$ cat config.mk
export PLATFORM = sky130hd
export DESIGN_NAME = dual_byte_dac_regs
export DESIGN_NICKNAME = d
export VERILOG_FILES = /design/src/rtl/dacreg_pkg.sv /design/src/rtl/dacreg_ctrl.sv /design/src/rtl/dacreg_datapath.sv /design/src/rtl/dual_byte_dac_regs.sv
export SDC_FILE = /design/constraint.sdc
export NUM_CORES = 1
export LEC_CHECK = 0
export BUFFER_PORTS_ARGS = -buffer_cell sky130_fd_sc_hd__clkbuf_2
export CAP_MARGIN = 0
export CORE_ASPECT_RATIO = 1.25
export CORE_UTILIZATION = 46
export DETAILED_ROUTE_END_ITERATION = 16
export PLACE_DENSITY = 0.69
export SLEW_MARGIN = 0
export SYNTH_ARGS = -nofsm -noshare
export SYNTH_HDL_FRONTEND = slang
export SYNTH_SLANG_ARGS = --single-unit
$ cat constraint.sdc
create_clock -name clk -period 1.35 [get_ports clk]
set_input_delay 0.0675 -clock clk [delete_from_list [all_inputs] [get_ports clk]]
set_output_delay 0.0675 -clock clk [all_outputs]
set_load 0.01 [all_outputs]
$ cat src/rtl/dacreg_pkg.sv
package dacreg_pkg;
  localparam int NUM_CH = 2;

  typedef struct packed {
    logic [NUM_CH-1:0] wrLo;
    logic [NUM_CH-1:0] wrHi;
    logic              load;
  } ctrlStrobes_t;
endpackage

$ cat src/rtl/dacreg_ctrl.sv
module dacreg_ctrl
  import dacreg_pkg::*;
(
  input  logic         wrN,
  input  logic         loadN,
  input  logic         chSel,
  input  logic         byteSel,
  output ctrlStrobes_t strobes
);
  // Turn the active-low bus strobes into per-channel, per-half write enables.
  always_comb begin
    strobes = '0;
    for (int ch = 0; ch < NUM_CH; ch++) begin
      strobes.wrLo[ch] = !wrN && !byteSel && (int'(chSel) == ch);
      strobes.wrHi[ch] = !wrN &&  byteSel && (int'(chSel) == ch);
    end
    strobes.load = !loadN;
  end
endmodule

$ cat src/rtl/dacreg_datapath.sv
module dacreg_datapath
  import dacreg_pkg::*;
#(
  parameter int BUS_W  = 8,
  parameter int CODE_W = 12
) (
  input  logic                           clk,
  input  logic                           rstN,
  input  logic [BUS_W-1:0]               dataIn,
  input  ctrlStrobes_t                   strobes,
  output logic [NUM_CH-1:0][CODE_W-1:0]  pend,
  output logic [NUM_CH-1:0][CODE_W-1:0]  code
);
  localparam int HI_W = CODE_W - BUS_W;

  for (genvar ch = 0; ch < NUM_CH; ch++) begin : g_chan
    logic [BUS_W-1:0] loReg;
    logic [HI_W-1:0]  hiReg;

    always_ff @(posedge clk or negedge rstN) begin
      if (!rstN) begin
        loReg <= '0;
      end else if (strobes.wrLo[ch]) begin
        loReg <= dataIn;
      end
    end

    always_ff @(posedge clk or negedge rstN) begin
      if (!rstN) begin
        hiReg <= '0;
      end else if (strobes.wrHi[ch]) begin
        hiReg <= dataIn[HI_W-1:0];
      end
    end

    assign pend[ch] = {hiReg, loReg};

    // The output register samples the staged value from before any
    // write that happens on the same edge.
    always_ff @(posedge clk or negedge rstN) begin
      if (!rstN) begin
        code[ch] <= '0;
      end else if (strobes.load) begin
        code[ch] <= pend[ch];
      end
    end
  end
endmodule

$ cat src/rtl/dual_byte_dac_regs.sv
module dual_byte_dac_regs
  import dacreg_pkg::*;
#(
  parameter int BUS_W  = 8,
  parameter int CODE_W = 12
) (
  input  logic              clk,
  input  logic              rstN,
  input  logic [BUS_W-1:0]  dataIn,
  input  logic              wrN,
  input  logic              loadN,
  input  logic              chSel,
  input  logic              byteSel,
  output logic [CODE_W-1:0] codeA,
  output logic [CODE_W-1:0] codeB
);
  ctrlStrobes_t                  strobes;
  logic [NUM_CH-1:0][CODE_W-1:0] pend;
  logic [NUM_CH-1:0][CODE_W-1:0] code;
  logic [CODE_W-1:0]             pendA;
  logic [CODE_W-1:0]             pendB;

  dacreg_ctrl u_ctrl (
    .wrN     (wrN),
    .loadN   (loadN),
    .chSel   (chSel),
    .byteSel (byteSel),
    .strobes (strobes)
  );

  dacreg_datapath #(.BUS_W(BUS_W), .CODE_W(CODE_W)) u_dp (
    .clk     (clk),
    .rstN    (rstN),
    .dataIn  (dataIn),
    .strobes (strobes),
    .pend    (pend),
    .code    (code)
  );

  assign pendA = pend[0];
  assign pendB = pend[1];
  assign codeA = code[0];
  assign codeB = code[1];
endmodule

== Yosys cells after proc, flatten, opt, wreduce, memory -nomap -nowiden ==
Cells that the tools add are included.

* Flip-flop bits (word level): 48
* Input port bits: 14

* Bitwise operators: 1
* Reduce and logical (&&, ||, !) cells: 8

{| class="wikitable"
|+ Operator list
! operator !! count
|-
| $logic_and A1 B1 Y1 || 6
|-
| $logic_not A1 Y1 || 2
|-
| $not A1 Y1 || 1
|}

== Logic depth before layout (Yosys ltp) ==
* Word-level depth: 3
* Depth in mapped cells: 3

== Hierarchy ==
From an unflattened synthesis, not the netlist that was laid out.

* Cell total of the unflattened synthesis: 106
* Area, all modules: 1911.8 um^2

{| class="wikitable"
|+ By module, submodules not included
! module !! instances !! cells an instance !! area an instance (um^2) !! seq. area each (um^2)
|-
| dacreg_datapath || 1 || 101 || 1878.1 || 1201.2
|-
| dacreg_ctrl || 1 || 5 || 33.8 || 0.0
|}

== Least setup slack after synthesis ==
OpenSTA, ideal clock, no wires.

* Path type: in2reg
* Start: input chSel
* End: register u_dp.g_chan[0].loReg[0]
* Library setup time: 125 ps
* Arrival time: 857 ps
* Path slack: 369 ps
* Stages on the path: 2
* Buffers on the path: 0
* Path through: nor3_2 mux2_2

* Word-level cells in the longest chain between the ends: 2

{| class="wikitable"
|+ Ends and longest elaborated chain
! what !! line !! RTL
|-
| from (decl) || dual_byte_dac_regs.sv:12 || <nowiki>input logic chSel,</nowiki>
|-
| $not A1 Y1 || dacreg_ctrl.sv:14 || <nowiki>strobes.wrLo[ch] = !wrN && !byteSel && (int'(chSel) == ch);</nowiki>
|-
| $logic_and A1 B1 Y1 || dacreg_ctrl.sv:14 ||
|-
| to (signal assigned) || dacreg_datapath.sv:24 || <nowiki>loReg <= dataIn;</nowiki>
|-
| to (decl) || dacreg_datapath.sv:17 || <nowiki>logic [BUS_W-1:0] loReg;</nowiki>
|}

No other way between the ends.
A chain may end at the register's enable or synchronous reset.

== Final worst setup path ==
* Start: register u_dp.code[19] (netlist name)
* End: output codeB[7]

{| class="wikitable"
|+ RTL lines
! what !! line !! RTL
|-
| from (decl) || dacreg_datapath.sv:12 || <nowiki>output logic [NUM_CH-1:0][CODE_W-1:0] code</nowiki>
|-
| from (signal, indexed assignment) || dacreg_datapath.sv:44 || <nowiki>code[ch] <= pend[ch];</nowiki>
|-
| to (decl) || dual_byte_dac_regs.sv:15 || <nowiki>output logic [CODE_W-1:0] codeB</nowiki>
|}

No word-level cell between the ends.

==> flow_metrics.tcl <==
set metrics [dict create \
    status "complete, but fails checks" \
    violations "design-rule violations" \
    die_width_um 58.0 \
    rsz0062_at_grt "no" \
    p_clk_share_pct 35.0 \
    num_vias 1006 \
    vias_per_cell 5.32 \
    final_core_util_pct 59.4 \
    insertion_delay_ns 0.30 \
    layout-drive-gt1-share_pct 66.4 \
    fillers 298 \
    seqPwrFrac_pct 48.0 \
    routed_wl_mm 3.04 \
    syn_inst 103 \
    hpwl_mm 2.08 \
    dp_slack_ns 0.176 \
    postCtsResizedCells 0 \
    place_area_um2 2060 \
    first_pass_iters 10 \
    routedWlPerCell_um 16.1 \
    grt_pass1_wl_mm 5.07 \
    maxCapViolCount 0 \
    grt_usage_pct 16.6 \
    power_density_nw_per_um2 1770 \
    floorplan.initialDensity_pct 48.1 \
    combPwrFrac_pct 17.0 \
    clockBufferDepth 2 \
    leakage_nw 1.03 \
    worstSetupPathType "reg2out" \
    drt_iter0_drc 32 \
    seq_area_um2 1200 \
    min_path_type "in2reg" \
    setup_violations 0 \
    finalCritPeriodShare_pct 66.4 \
    yosys.cell_types.count 8 \
    crit_fanout 2 \
    p_int_mw 3.05 \
    clk_pin_slew_ns 0.09 \
    final_nets 162 \
    final_antenna_net_count 0 \
    rows 25 \
    multiInputGateArea_um2 589 \
    max_stage_delay_ns 0.41 \
    cts-root-buf "clkbuf_8" \
    syn_area_um2 1800 \
    cp_cell_sequence "clkbuf_2" \
    ys.warnings.count 0 \
    maxSlewHeadroom_pct 70.8 \
    timing.final.crit_period_ns 0.896 \
    fp.dieArea_um2 4180 \
    numCtsBuffers 5 \
    dieHeight_um 72.0 \
    io_buffers 37 \
    crit_family "flip-flops" \
    post_cts_buffers 0 \
    diodes 0 \
    p_total_mw 3.95 \
    htree_levels 2 \
    critPathBufInv 1 \
    cp-start-kind "flop" \
    cts_tree "done" \
    drc 3 \
    avgSynthCellArea_um2 17.5 \
    swShare_pct 22.9 \
    cts.sinks 48 \
    synth_nets 117 \
    drv_slew 0 \
    grt_pass1_vias 1013 \
    grt_antenna_before_repair 0 \
    layout_setup_ws_ns 0.454 \
    cp.arrival_ns 0.83 \
    hold_violations 0 \
    ys_seq_elements 48 \
    cp_slowest_cell "dfrtp_1" \
    setup_tns_ns 0 \
    area_growth_pct 23.6 \
    grt_overflow 0 \
    ctsHoldBuffers 1 \
    core_um2 3750 \
    grt_max_degree 49 \
    design_area_um2 2230 \
    ioPinCount 38 \
    skew_ns 0.0103 \
    fmax_mhz 1120 \
    worst_setup_path_end_kind "primary output" \
    power_switching_uw 905 \
    critical_path_required_ns 1.28 \
    synth_seq_area_share_pct 66.6 \
    tightest_slew_ns 0.438 \
    gp_congestion 0.655 \
    peakVddDrop_v 0.00144 \
]
==> layout make-up <==
cell class | instances | share of cell area (%)
Clock inverter | 3 | 4.04
Clock buffer | 5 | 3.09
Multi-Input combinational cell | 52 | 26.4
Sequential cell | 48 | 53.9
Timing Repair Buffer | 41 | 10.3
Tap cell | 40 | 2.24
==> flip-flops by register name (all words and copies together), names as in the netlist <==
name and count:
u_dp.code 24, u_dp.g_chan.hiReg 8, u_dp.g_chan.loReg 16
==> Yosys cell counts (all sizes together) <==
cell type  number  area [um2]
dfrtp          48        1200
mux2           48         541
buf             2        10.0
nor3b           2        31.3
clkbuf          1        3.75
nand3b          1        7.51
nor3            1        10.0
==> logic make-up after synthesis <==
group | share of synthesized area [%]
multiplexers | 30.0
AND/OR/NAND/NOR | 2.70
flip-flops | 66.6
buffers and inverters | 0.763
==> per-layer routing <==
layer | vias up | track usage [%] | share of wire (%)
met5 | - | 0 | 0
met4 | 0 | 6.35 | 1.7
met3 | 5 | 4.81 | 4.4
met2 | 28 | 26.2 | 50
met1 | 517 | 21.8 | 44
li1 | 456 | - | -
==> power groups by stage <==
stage | Sequential (mW) | Clock (mW) | Combinational [mW]
finish | 1.90 | 1.38 | 0.671
global route | 1.94 | 1.47 | 0.734
CTS | 1.90 | 1.41 | 0.684
detailed placement | 1.93 | 0 | 0.679
global placement | 1.91 | 0 | 0.658
floorplan | 1.98 | 0 | 0.310
==> path summary, 6_finish.rpt <==
path	from	to	slack (ns)	cells past startpoint
setup / recovery	u_dp.code[19]	codeB[7]	0.45	1
hold / removal	dataIn[5]	u_dp.g_chan[1].loReg[5]	0.02	2
setup reg to reg	u_dp.code[11]	u_dp.code[11]	0.56	1
hold reg to reg	u_dp.code[3]	u_dp.code[3]	0.51	1
max in group asynchronous	rstN	u_dp.g_chan[0].loReg[4]	0.85	3
min in group asynchronous	rstN	u_dp.code[22]	0.29	3
==> per-stage QoR <==
step	std cells	hold WS, ns
2_1_floorplan	103	-0.228
3_3_place_gp	180	0.0680
3_5_place_dp	180	0.0722
4_1_cts	189	0.0165
5_1_grt	189	0.0172
6_report	189	0.0246
==> cells in the final DEF, fill, tap and decap left out, drive strengths merged <==
master	synthesis	final
buf	2	3
bufinv	0	3
clkbuf	1	42
dfrtp	48	48
dlygate4sd3	0	1
mux2	48	48
nand3b	1	1
nor3	1	1
nor3b	2	2
Note: power is estimated with default switching activity, not from simulation.
